File: src/rtl/evt_timer_pkg.sv
package evt_timer_pkg;
  localparam int DW     = 32;
  localparam int CNT_W  = 64;
  localparam int NW     = CNT_W / DW;
  localparam int NUM_CH = 1;

  // word byte offsets; software decodes these
  localparam int unsigned OFS_CAPS = 'h000;
  localparam int unsigned OFS_GCFG = 'h010;
  localparam int unsigned OFS_STAT = 'h020;
  localparam int unsigned OFS_CNT  = 'h0F0;
  localparam int unsigned OFS_TCFG = 'h100;
  localparam int unsigned OFS_CMP  = 'h108;

  // channel config bit positions
  localparam int B_LVL    = 1;
  localparam int B_IEN    = 2;
  localparam int B_PER    = 3;
  localparam int B_PCAP   = 4;
  localparam int B_WCAP   = 5;
  localparam int B_VSET   = 6;
  localparam int B_NARROW = 8;
  localparam int B_ROUTE  = 9;
  localparam int ROUTE_W  = 5;

  typedef struct packed {
    logic [ROUTE_W-1:0] route;
    logic               narrow;
    logic               vset;
    logic               per;
    logic               ien;
    logic               lvl;
  } chan_cfg_t;

  function automatic logic cmp_match(input logic [CNT_W-1:0] cnt,
                                     input logic [CNT_W-1:0] cmp,
                                     input logic narrow);
    if (narrow) return cnt[DW-1:0] == cmp[DW-1:0];
    return cnt == cmp;
  endfunction

  function automatic logic [CNT_W-1:0] cmp_advance(input logic [CNT_W-1:0] cmp,
                                                   input logic [CNT_W-1:0] per,
                                                   input logic narrow);
    if (narrow) return {cmp[CNT_W-1:DW], cmp[DW-1:0] + per[DW-1:0]};
    return cmp + per;
  endfunction
endpackage

File: src/rtl/evt_main_counter.sv
module evt_main_counter
  import evt_timer_pkg::*;
(
  input  logic             clk,
  input  logic             rst_n,
  input  logic             count_en,
  input  logic [NW-1:0]    wr_word,
  input  logic [DW-1:0]    wdata,
  output logic [CNT_W-1:0] cnt
);
  logic [CNT_W-1:0] cnt_q, cnt_inc, cnt_d;

  assign cnt_inc = count_en ? cnt_q + 1'b1 : cnt_q;

  for (genvar w = 0; w < NW; w++) begin : g_lane
    assign cnt_d[w*DW +: DW] = wr_word[w] ? wdata : cnt_inc[w*DW +: DW];
  end

  always_ff @(posedge clk or negedge rst_n) begin
    if (!rst_n) cnt_q <= '0;
    else        cnt_q <= cnt_d;
  end

  assign cnt = cnt_q;

  a_r3_count_step: assert property (@(posedge clk) disable iff (!rst_n)
    (count_en && wr_word == '0) |=> cnt_q == $past(cnt_q) + 1'b1);
  a_r3_count_hold: assert property (@(posedge clk) disable iff (!rst_n)
    (!count_en && wr_word == '0) |=> $stable(cnt_q));
endmodule

File: src/rtl/evt_channel.sv
module evt_channel
  import evt_timer_pkg::*;
(
  input  logic             clk,
  input  logic             rst_n,
  input  logic             gen_en,
  input  logic [CNT_W-1:0] cnt,
  input  logic             cfg_wr,
  input  logic [NW-1:0]    cmp_wr,
  input  logic [DW-1:0]    wdata,
  output logic [DW-1:0]    cfg_rd,
  output logic [CNT_W-1:0] cmp,
  output logic             hit,
  output logic             lvl,
  output logic             ien
);
  chan_cfg_t        cfg_q;
  logic [CNT_W-1:0] cmp_q, per_q, cmp_adv, cmp_d, per_d;

  assign hit     = gen_en && cmp_match(cnt, cmp_q, cfg_q.narrow);
  assign cmp_adv = (hit && cfg_q.per) ? cmp_advance(cmp_q, per_q, cfg_q.narrow) : cmp_q;

  for (genvar w = 0; w < NW; w++) begin : g_lane
    assign cmp_d[w*DW +: DW] = cmp_wr[w] ? wdata : cmp_adv[w*DW +: DW];
    assign per_d[w*DW +: DW] = (cmp_wr[w] && cfg_q.vset && cfg_q.per) ? wdata
                                                                      : per_q[w*DW +: DW];
  end

  always_ff @(posedge clk or negedge rst_n) begin
    if (!rst_n) begin
      cfg_q <= '0;
      cmp_q <= '1;
      per_q <= '0;
    end else begin
      cmp_q <= cmp_d;
      per_q <= per_d;
      if (cfg_wr) begin
        cfg_q.lvl    <= wdata[B_LVL];
        cfg_q.ien    <= wdata[B_IEN];
        cfg_q.per    <= wdata[B_PER];
        cfg_q.vset   <= wdata[B_VSET];
        cfg_q.narrow <= wdata[B_NARROW];
        cfg_q.route  <= wdata[B_ROUTE +: ROUTE_W];
      end else if (cmp_wr[NW-1]) begin
        cfg_q.vset <= 1'b0;
      end
    end
  end

  always_comb begin
    cfg_rd                      = '0;
    cfg_rd[B_LVL]               = cfg_q.lvl;
    cfg_rd[B_IEN]               = cfg_q.ien;
    cfg_rd[B_PER]               = cfg_q.per;
    cfg_rd[B_PCAP]              = 1'b1;
    cfg_rd[B_WCAP]              = (CNT_W == 64);
    cfg_rd[B_VSET]              = cfg_q.vset;
    cfg_rd[B_NARROW]            = cfg_q.narrow;
    cfg_rd[B_ROUTE +: ROUTE_W]  = cfg_q.route;
  end

  assign cmp = cmp_q;
  assign lvl = cfg_q.lvl;
  assign ien = cfg_q.ien;

  a_r6_oneshot_hold: assert property (@(posedge clk) disable iff (!rst_n)
    (hit && !cfg_q.per && cmp_wr == '0) |=> $stable(cmp_q));
  a_r7_periodic_adv: assert property (@(posedge clk) disable iff (!rst_n)
    (hit && cfg_q.per && !cfg_q.narrow && cmp_wr == '0)
      |=> cmp_q == $past(cmp_q) + $past(per_q));
  a_r8_vset_clear: assert property (@(posedge clk) disable iff (!rst_n)
    cmp_wr[NW-1] |=> !cfg_q.vset);
  a_r8_period_kept: assert property (@(posedge clk) disable iff (!rst_n)
    (!cfg_q.vset) |=> $stable(per_q));
endmodule

File: src/rtl/evt_irq_gen.sv
module evt_irq_gen (
  input  logic clk,
  input  logic rst_n,
  input  logic gen_en,
  input  logic hit,
  input  logic lvl,
  input  logic ien,
  input  logic ack,
  output logic status,
  output logic irq
);
  logic status_q, pulse_q;

  always_ff @(posedge clk or negedge rst_n) begin
    if (!rst_n) begin
      status_q <= 1'b0;
      pulse_q  <= 1'b0;
    end else begin
      if (hit)      status_q <= 1'b1;
      else if (ack) status_q <= 1'b0;
      pulse_q <= hit && ien && !lvl;
    end
  end

  assign status = status_q;
  assign irq    = gen_en && (lvl ? (ien && status_q) : pulse_q);

  a_r5_status_set: assert property (@(posedge clk) disable iff (!rst_n)
    hit |=> status_q);
  a_r10_status_sticky: assert property (@(posedge clk) disable iff (!rst_n)
    (status_q && !ack) |=> status_q);
  a_r9_pulse_origin: assert property (@(posedge clk) disable iff (!rst_n)
    (!lvl && irq) |-> $past(hit));
  a_r11_ien_quiet: assert property (@(posedge clk) disable iff (!rst_n)
    (!ien && lvl) |-> !irq);
endmodule

File: src/rtl/evt_timer.sv
module evt_timer
  import evt_timer_pkg::*;
#(
  parameter logic [31:0] PERIOD_FS = 32'd69841279,
  parameter int          ADDR_W    = 12
) (
  input  logic              clk,
  input  logic              rst_n,
  input  logic              bus_wr,
  input  logic [ADDR_W-1:0] bus_addr,
  input  logic [31:0]       bus_wdata,
  output logic [31:0]       bus_rdata,
  output logic              irq
);
  localparam logic [DW-1:0] CAPS_LO = DW'(((CNT_W == 64) ? 1 : 0) << 13)
                                    | DW'((NUM_CH - 1) << 8);

  logic             gen_en_q, aux_q;
  logic [NW-1:0]    cnt_wr, cmp_wr;
  logic             gcfg_wr, stat_wr, tcfg_wr;
  logic [CNT_W-1:0] cnt, cmp;
  logic [DW-1:0]    cfg_rd;
  logic             hit, lvl, ien, status;

  assign gcfg_wr = bus_wr && (bus_addr == ADDR_W'(OFS_GCFG));
  assign stat_wr = bus_wr && (bus_addr == ADDR_W'(OFS_STAT));
  assign tcfg_wr = bus_wr && (bus_addr == ADDR_W'(OFS_TCFG));

  for (genvar w = 0; w < NW; w++) begin : g_wsel
    assign cnt_wr[w] = bus_wr && (bus_addr == ADDR_W'(OFS_CNT + 4*w));
    assign cmp_wr[w] = bus_wr && (bus_addr == ADDR_W'(OFS_CMP + 4*w));
  end

  always_ff @(posedge clk or negedge rst_n) begin
    if (!rst_n) begin
      gen_en_q <= 1'b0;
      aux_q    <= 1'b0;
    end else if (gcfg_wr) begin
      gen_en_q <= bus_wdata[0];
      aux_q    <= bus_wdata[1];
    end
  end

  evt_main_counter u_cnt (
    .clk(clk), .rst_n(rst_n), .count_en(gen_en_q),
    .wr_word(cnt_wr), .wdata(bus_wdata), .cnt(cnt)
  );

  evt_channel u_ch (
    .clk(clk), .rst_n(rst_n), .gen_en(gen_en_q), .cnt(cnt),
    .cfg_wr(tcfg_wr), .cmp_wr(cmp_wr), .wdata(bus_wdata),
    .cfg_rd(cfg_rd), .cmp(cmp), .hit(hit), .lvl(lvl), .ien(ien)
  );

  evt_irq_gen u_irq (
    .clk(clk), .rst_n(rst_n), .gen_en(gen_en_q), .hit(hit),
    .lvl(lvl), .ien(ien), .ack(stat_wr && bus_wdata[0]),
    .status(status), .irq(irq)
  );

  always_comb begin
    bus_rdata = '0;
    case (bus_addr)
      ADDR_W'(OFS_CAPS):     bus_rdata = CAPS_LO;
      ADDR_W'(OFS_CAPS + 4): bus_rdata = PERIOD_FS;
      ADDR_W'(OFS_GCFG):     bus_rdata = {30'b0, aux_q, gen_en_q};
      ADDR_W'(OFS_STAT):     bus_rdata = {31'b0, status};
      ADDR_W'(OFS_TCFG):     bus_rdata = cfg_rd;
      default:               bus_rdata = '0;
    endcase
    for (int w = 0; w < NW; w++) begin
      if (bus_addr == ADDR_W'(OFS_CNT + 4*w)) bus_rdata = cnt[w*DW +: DW];
      if (bus_addr == ADDR_W'(OFS_CMP + 4*w)) bus_rdata = cmp[w*DW +: DW];
    end
  end

  a_r4_irq_gated: assert property (@(posedge clk) disable iff (!rst_n)
    !gen_en_q |-> !irq);
  a_r4_no_hit_off: assert property (@(posedge clk) disable iff (!rst_n)
    !gen_en_q |=> !$rose(status));
endmodule

File: config.mk
export PLATFORM = sky130hd
export DESIGN_NAME = evt_timer
export DESIGN_NICKNAME = d
export VERILOG_FILES = /design/src/rtl/evt_timer_pkg.sv /design/src/rtl/evt_main_counter.sv /design/src/rtl/evt_channel.sv /design/src/rtl/evt_irq_gen.sv /design/src/rtl/evt_timer.sv
export SDC_FILE = /design/constraint.sdc
export NUM_CORES = 1
export LEC_CHECK = 0
export BUFFER_PORTS_ARGS = -buffer_cell sky130_fd_sc_hd__buf_2
export CELL_PAD_IN_SITES_DETAIL_PLACEMENT = 0
export CELL_PAD_IN_SITES_GLOBAL_PLACEMENT = 1
export CORE_ASPECT_RATIO = 1.2
export CORE_MARGIN = 5
export CORE_UTILIZATION = 44
export CTS_BUF_LIST = sky130_fd_sc_hd__clkbuf_16
export DETAILED_ROUTE_END_ITERATION = 6
export PLACE_DENSITY_LB_ADDON = 0.05
export REMOVE_ABC_BUFFERS = 1
export SLEW_MARGIN = 20
export SYNTH_ARGS = -nofsm -noshare
export SYNTH_HDL_FRONTEND = slang
export SYNTH_SLANG_ARGS = --single-unit
File: constraint.sdc
create_clock -name clk -period 3.11 [get_ports clk]
set_input_delay 0.1555 -clock clk [delete_from_list [all_inputs] [get_ports clk]]
set_output_delay 0.1555 -clock clk [all_outputs]
set_load 0.05 [all_outputs]
==> results of run 1 <==
-- cells by family (layout without fill, tap and decap cells) --
| logic type | after synthesis | after routing | synth area share (%) |
|---|---|---|---|
| AO/OA/AOI/OAI | 437 | 437 | 18.0 |
| XOR/XNOR | 183 | 183 | 10.7 |
| adder cells (fa/ha/maj) | 65 | 65 | 5.45 |
| buffers and inverters | 128 | 438 | 3.73 |
| flip-flops | 206 | 206 | 34.8 |
| multiplexers | 112 | 112 | 8.07 |
| AND/OR/NAND/NOR | 607 | 608 | 19.3 |
-- critical path, stage by stage, from the launching register on --
cell and delay (ns):
dfstp_2 0.56, ha_4 0.14, inv_2 0.04, fa_2 0.35, nand2b_4 0.16, a21o_4 0.23, a31oi_4 0.29, a21oi_4 0.11
o211a_1 0.24, o41a_1 0.41, buf_6 0.17, o41ai_4 0.21, xor2_1 0.16, nand2_1 0.07, a31oi_1 0.15
-- area by class of cell --
type / count / area [µm²] / area share [%]
timing repair buffer: 365 / 2840 / 14.7
clock buffer: 27 / 676 / 3.50
multi-input combinational: 1405 / 9740 / 50.4
clock inverter: 21 / 165 / 0.855
tap: 456 / 571 / 2.95
inverter: 25 / 93.8 / 0.486
sequential: 206 / 5240 / 27.1
-- flip-flops by register name, summed over array words and instances, names as in the netlist --
name / flops
aux_q: 1
gen_en_q: 1
u_ch.cfg_rd: 8
u_ch.cmp: 64
u_ch.ien: 1
u_ch.lvl: 1
u_ch.per_q: 64
u_cnt.cnt: 64
u_irq.pulse_q: 1
u_irq.status: 1
-- worst paths after layout --
path                                 start               to  slack (ns)
max in group asynchronous            rst_n     u_ch.cmp[38]        2.05
max                            u_ch.cmp[0]     u_ch.cmp[40]       -0.23
max reg2reg                    u_ch.cmp[0]     u_ch.cmp[40]       -0.23
min in group asynchronous            rst_n   u_ch.per_q[62]        0.17
min reg2reg                u_ch.cfg_rd[10]  u_ch.cfg_rd[10]        0.51
min                                 bus_wr     u_irq.status        0.05
-- cell usage in the layout (no fill, tap or decap), drive strengths merged, types with 50 or more instances in the layout --
cell     n
a21oi  150
buf    330
dfrtp  142
dfstp   64
ha      64
mux2    75
nand2  216
nand4   50
nor2   152
o21ai  128
xnor2   87
xor2    96
-- per-stage QoR --
step	instance area, µm²	instances	setup slack (ns)
floorplan	14600	1635	-2.41
global placement	17500	2404	-0.508
detailed placement	17500	2404	-0.574
CTS	19000	2496	-0.253
global route	19300	2505	-0.403
finish	19300	2505	-0.230
-- power groups by stage --
stage / Sequential (W) / Clock (W) / Combinational (W)
3_3_place_gp: 0.00296 / 0 / 0.00102
5_1_grt: 0.00293 / 0.00323 / 0.00115
4_1_cts: 0.00291 / 0.00311 / 0.00106
2_1_floorplan: 0.00293 / 0 / 0.000524
3_5_place_dp: 0.00296 / 0 / 0.00102
6_report: 0.00292 / 0.00306 / 0.00108
-- metal layers --
| layer | GRT usage (%) | vias up | part of all wire (%) |
|---|---|---|---|
| met4 | 14.4 | 0 | 5.2 |
| met1 | 40.2 | 7238 | 40 |
| met5 | 0 | - | 0 |
| li1 | - | 6834 | - |
| met2 | 58.2 | 495 | 50 |
| met3 | 2.83 | 146 | 4.5 |
-- cell usage after synthesis (all sizes together) (16+ instances only) --
cell / n / area (µm²)
a222oi: 17 / 170
a31oi: 27 / 184
nand2: 216 / 813
a21o: 26 / 195
xnor2: 87 / 762
clkbuf: 66 / 254
nor3: 19 / 95.1
o21ai: 128 / 644
nand3: 42 / 215
xor2: 96 / 841
dfrtp: 142 / 3550
and3: 37 / 231
a21oi: 150 / 754
dfstp: 64 / 1680
nand2b: 16 / 100
ha: 64 / 801
buf: 37 / 213
mux2: 75 / 845
mux2i: 37 / 370
nor2: 152 / 581
inv: 25 / 93.8
nand4: 50 / 319
nor4: 25 / 193
-- what timing repair did --
action	CTS	global route
gates resized for setup	55	51
endpoints found under the hold margin	209	0
endpoints found under the setup margin	40	47
setup buffers	10	9
hold buffers	35	0
pin swaps	50	33
cloned	0	1
==> impl_results.md, run 1 <==
- Status: complete, but fails checks
- Failing checks: design-rule violations, negative setup slack
- Num rows: 74
- # DRC: 2
- Hold_ws: 0.0486 ns
- Share of layout cells above drive strength 1: 29.5%
- Combinational Power Share: 15.3%
- Die span in x: 179 µm
- Sequential cell area fraction in the yosys report: 34.8%
- Vias in the first global route: 15.0k
- Syn_area_per_cell: 8.66 µm²
- Worst setup SP type: flip-flop
- Utilization after layout: 57.0%
- Vias per Instance: 5.87
- Crit end category: flip-flop
- Cell Pwr Density: 365 nW/µm²
- Clock Skew: 0.0259 ns
- Filler cell count: 3222
- Initial core utilization: 44.4%
- CTS Root Cell: clkbuf_16
- ANT cells: 0
- GRT Total Usage: 32.7%
- Fin crit share: 107%
- Worst-path clk slew: 0.07 ns
- Sw Ratio: 30.1%
- First-pass GRT wire length: 92800 µm
- I/O Pins: 80
- Seq cells post-synth: 206
- Design Power: 0.00706 W
- Yosys warnings: 0
- Maximum vdd drop: 342 µV
- P_int: 0.00493 W
- Setup violations, final: 18
- Final WS setup: -0.230 ns
- Initial antenna violation count: 0
- Critical path type: flip-flop to flip-flop
- Actual slew at the worst max-slew pin: 0.846 ns
- Clock latency at the later pin of the worst-skew pair: 0.56 ns
- Highest Clock Rate: 299 MHz
- Max_cap viols: 0
- Largest net degree at the start of global routing: 73
- Syn Inst Count: 1738
- Gp weighted congestion: 0.984
- CP max FO: 3
- Ys async rst share: 100%
- Routed len/inst: 25.2 µm
- Worst hold-check path type: primary input to flip-flop
- H-tree levels: 1
- Total CTS buffers: 26
- First drt pass iteration count: 7
- Predominant post-synthesis flop cell: dfrtp_1
- RSZ-0062 raised after global routing: yes
- Synthesized cell area: 15000 µm²
- EDFF count, synth: 0
- DIE AREA: 38000 µm²
- Gr ovfl total: 0
- Net Switching: 0.00213 W
- Port Buf Inserts: 79
- Hold Vio Cnt, Final: 0
- CP required: 3.60 ns
- Die height: 213 µm
- Worst hold stages: 4
- Clock share of power: 43.4%
- Setup TNS: -3.05 ns
- Final Max Tran Viols: 0
- Min Tclk post-route: 3.34 ns
- Leak Pwr: 8.46 nW
- Yosys cell types: 76
- Relative slew slack: 43.4%
- Flop pwr share: 41.3%
- Initial DRC count: 1285
- CTS tree: yes
- Syn-to-layout area delta: 28.4%
- DR vias: 14.7k
- Layout net count: 2141
- Dpl hpwl: 48500 µm
- Worst EP arrival: 3.83 ns
- Clock sink count: 206
- Clock buffer depth: 3
- ANT nets after route: 0
- Final wirelength: 63000 µm
- R2R depth: 14
- Core Footprint: 33900 µm²
Note: power is estimated with default switching activity, not from simulation.
==> run 2, diff against run 1 <==
==> constraint.sdc (replaced) <==
create_clock -name clk -period 3.05 [get_ports clk]
set_input_delay 0.1525 -clock clk [delete_from_list [all_inputs] [get_ports clk]]
set_output_delay 0.1525 -clock clk [all_outputs]
set_load 0.05 [all_outputs]
==> run 2 against run 1 <==
Against the previous run:
- the run ends with negative setup slack left
- global-route usage fell by 0.15 points
- sequential cell count did not move
- die area did not move
- via count rose by 0.28%
- clock skew fell by 0.0041 ns
- power rose by 11%
- clock-buffer cell count did not move
- utilization rose by 1.2 points
- cell count rose by 0.52%
- critical path type unchanged
- critical endpoint is now u_ch.cmp[52]
- largest power group unchanged
- highest routed layer unchanged
==> impl_results.md, run 2 (synthesis results as in run 1) <==
- H-tree levels: 1 (unchanged)
- CTS tree: yes (unchanged)
- Final Max Tran Viols: 0 (unchanged)
- Vias in the first global route: 15.1k (was 15.0k)
- I/O Pins: 80 (unchanged)
- Final wirelength: 62400 µm (was 63000 µm)
- Initial DRC count: 1343 (was 1285)
- Routed len/inst: 24.8 µm (was 25.2 µm)
- Fin crit share: 111% (was 107%)
- Most common cell on crit path: o211ai_1
- Syn-to-layout area delta: 31.2% (was 28.4%)
- Area of the multi-input gates: 9830 µm² (was 9740 µm²)
- Worst setup SP type: flip-flop (unchanged)
- R2R depth: 13 (was 14)
- Initial antenna violation count: 0 (unchanged)
- DR vias: 14.8k (was 14.7k)
- Most frequent cells in the layout: 227 x buf_4, 211 x nand2_1, 143 x nor2_1 (was 226 x buf_4, 213 x nand2_1, 144 x nor2_1)
- Worst min-delay path startpoint: bus_wdata[9] (was bus_wr)
- Maximum vdd drop: 406 µV (was 342 µV)
- Die height: 213 µm (unchanged)
- Port Buf Inserts: 79 (unchanged)
- Vias per Instance: 5.86 (was 5.87)
- Most common cell after layout, fill and taps aside: buf_4 (unchanged)
- Actual slew at the worst max-slew pin: 0.765 ns (was 0.846 ns)
- Relative slew slack: 49.0% (was 43.4%)
- Final WS setup: -0.323 ns (was -0.230 ns)
- Clock latency at the later pin of the worst-skew pair: 0.57 ns (was 0.56 ns)
- Filler cell count: 3103 (was 3222)
- Setup violations, final: 28 (was 18)
- Highest Clock Rate: 296 MHz (was 299 MHz)
- GRT Total Usage: 32.6% (was 32.7%)
- Clock buffer depth: 3 (unchanged)
- ANT nets after route: 0 (unchanged)
- RSZ-0062 raised after global routing: yes (unchanged)
- Worst EP arrival: 3.85 ns (was 3.83 ns)
- DP Cell Count: 2412 (was 2404)
- Setup slack after placement: -0.574 ns (about the same)
- CP max FO: 4 (was 3)
- Hold Vio Cnt, Final: 0 (unchanged)
- CP max stage cell: dfstp_2 (unchanged)
- Share of layout cells above drive strength 1: 30.6% (was 29.5%)
- Critical path type: flip-flop to flip-flop (unchanged)
- First-pass GRT wire length: 93000 µm (was 92800 µm)
- Crit end category: flip-flop (unchanged)
- Gr ovfl total: 0 (unchanged)
- Leak Pwr: 8.64 nW (was 8.46 nW)
- Setup TNS: -5.16 ns (was -3.05 ns)
- CP required: 3.53 ns (was 3.60 ns)
- Die span in x: 179 µm (unchanged)
- ANT cells: 0 (unchanged)
- Critical path cell sequence: ha_4 -> inv_2 -> fa_2 -> nand2b_4 -> a21o_1 -> a31oi_4 -> a21oi_4 -> o211a_1 -> o41a_1 -> o211ai_1 -> nand3_1 -> mux2i_1 -> o211ai_1 (was ha_4 -> inv_2 -> fa_2 -> nand2b_4 -> a21o_4 -> a31oi_4 -> a21oi_4 -> o211a_1 -> o41a_1 -> buf_6 -> o41ai_4 -> xor2_1 -> nand2_1 -> a31oi_1)
- Total CTS buffers: 26 (unchanged)
- Min Tclk post-route: 3.37 ns (was 3.34 ns)
- Max_cap viols: 0 (unchanged)
- # DRC: 0 (was 2)
- CTS Root Cell: clkbuf_16 (unchanged)
- Reg area: 5240 µm² (unchanged)
- Design Power: 0.00785 W (was 0.00706 W)
- Clock sink count: 206 (unchanged)
- Worst-path clk slew: 0.06 ns (was 0.07 ns)
- First drt pass iteration count: 7 (unchanged)
- Gp weighted congestion: 0.969 (was 0.984)
- Core Footprint: 33900 µm² (unchanged)
- Failing checks: negative setup slack (was design-rule violations, negative setup slack)
- Worst reg2reg setup slack: -0.32 ns (was -0.23 ns)
- Layout net count: 2154 (was 2141)
- Largest net degree at the start of global routing: 68 (was 73)
- Final Non-Filler Cells: 2518 (was 2505)
- CP peak stage delay: 0.55 ns (was 0.56 ns)
- Worst hold stages: 3 (was 4)
- Worst hold-check path type: primary input to flip-flop (unchanged)
- DIE AREA: 38000 µm² (unchanged)
- Worst R2R End: u_ch.cmp[52] (was u_ch.cmp[40])
- WHS Endpoint: u_cnt.cnt[41] (was u_irq.status)
- Critical R2R Launch: u_ch.cmp[0] (unchanged)
- Num rows: 74 (unchanged)
- Dpl hpwl: 47800 µm (was 48500 µm)
- Status: complete, but fails checks (unchanged)
- Clock Skew: 0.0218 ns (was 0.0259 ns)
- Cell Pwr Density: 398 nW/µm² (was 365 nW/µm²)
- Utilization after layout: 58.3% (was 57.0%)
- Initial core utilization: 44.4% (unchanged)
[run 2: where the power goes]
group / internal (W) / switching (W) / total (W)
sequential: 0.00283 / 0.000136 / 0.00296
combinational: 0.000430 / 0.000678 / 0.00111
clock: 0.00237 / 0.00141 / 0.00378
[run 2: worst max-delay path by stage]
stage	startpoint	end	slack (ns)
5_1_grt	u_ch.cmp[0]	u_ch.cmp[40]	-0.41
3_3_place_gp	u_ch.cmp[0]	u_ch.cmp[62]	-0.50
3_5_place_dp	u_ch.cmp[0]	u_ch.cmp[62]	-0.57
6_report	u_ch.cmp[0]	u_ch.cmp[52]	-0.32
4_1_cts	u_ch.cmp[0]	u_ch.cmp[52]	-0.36
2_1_floorplan	u_ch.cmp[8]	u_ch.cmp[59]	-2.47
[run 2: metal layers]
layer | track usage, % | wire, µm
met5 | 0 | 0
met4 | 14.4 | 3190
met3 | 3.57 | 3040
met2 | 57.7 | 31200
met1 | 39.7 | 24900
[run 2: critical path: cells and delay by family, from the launching register on]
family / cells / cell delay [ns]
AO/OA/AOI/OAI: 7 / 1.75
AND/OR/NAND/NOR: 2 / 0.29
adder cells (fa/ha/maj): 2 / 0.51
buffers and inverters: 1 / 0.04
flip-flops: 1 / 0.55
multiplexers: 1 / 0.14
[run 2: timing repair]
item	4_1_cts	5_1_grt
resized for setup	93	52
pin swaps	80	53
hold endpoints to repair	234	0
setup endpoints to repair	42	46
hold buffers	35	0
buffers inserted	13	16
[run 2: final cells by class]
class | count | share of cell area (%)
multi-input combinational | 1404 | 49.8
sequential | 206 | 26.5
timing repair buffer | 379 | 15.2
clock buffer | 27 | 3.42
tap | 456 | 2.89
clock inverter | 21 | 1.74
inverter | 25 | 0.475
[run 2: metrics by stage]
| step | hold slack (ns) | cell area (µm²) |
|---|---|---|
| floorplan | -0.143 | 14600 |
| global placement | 0.125 | 17500 |
| detailed placement | 0.126 | 17500 |
| CTS | 0.00293 | 19400 |
| global route | 0.00718 | 19700 |
| finish | 0.0230 | 19700 |
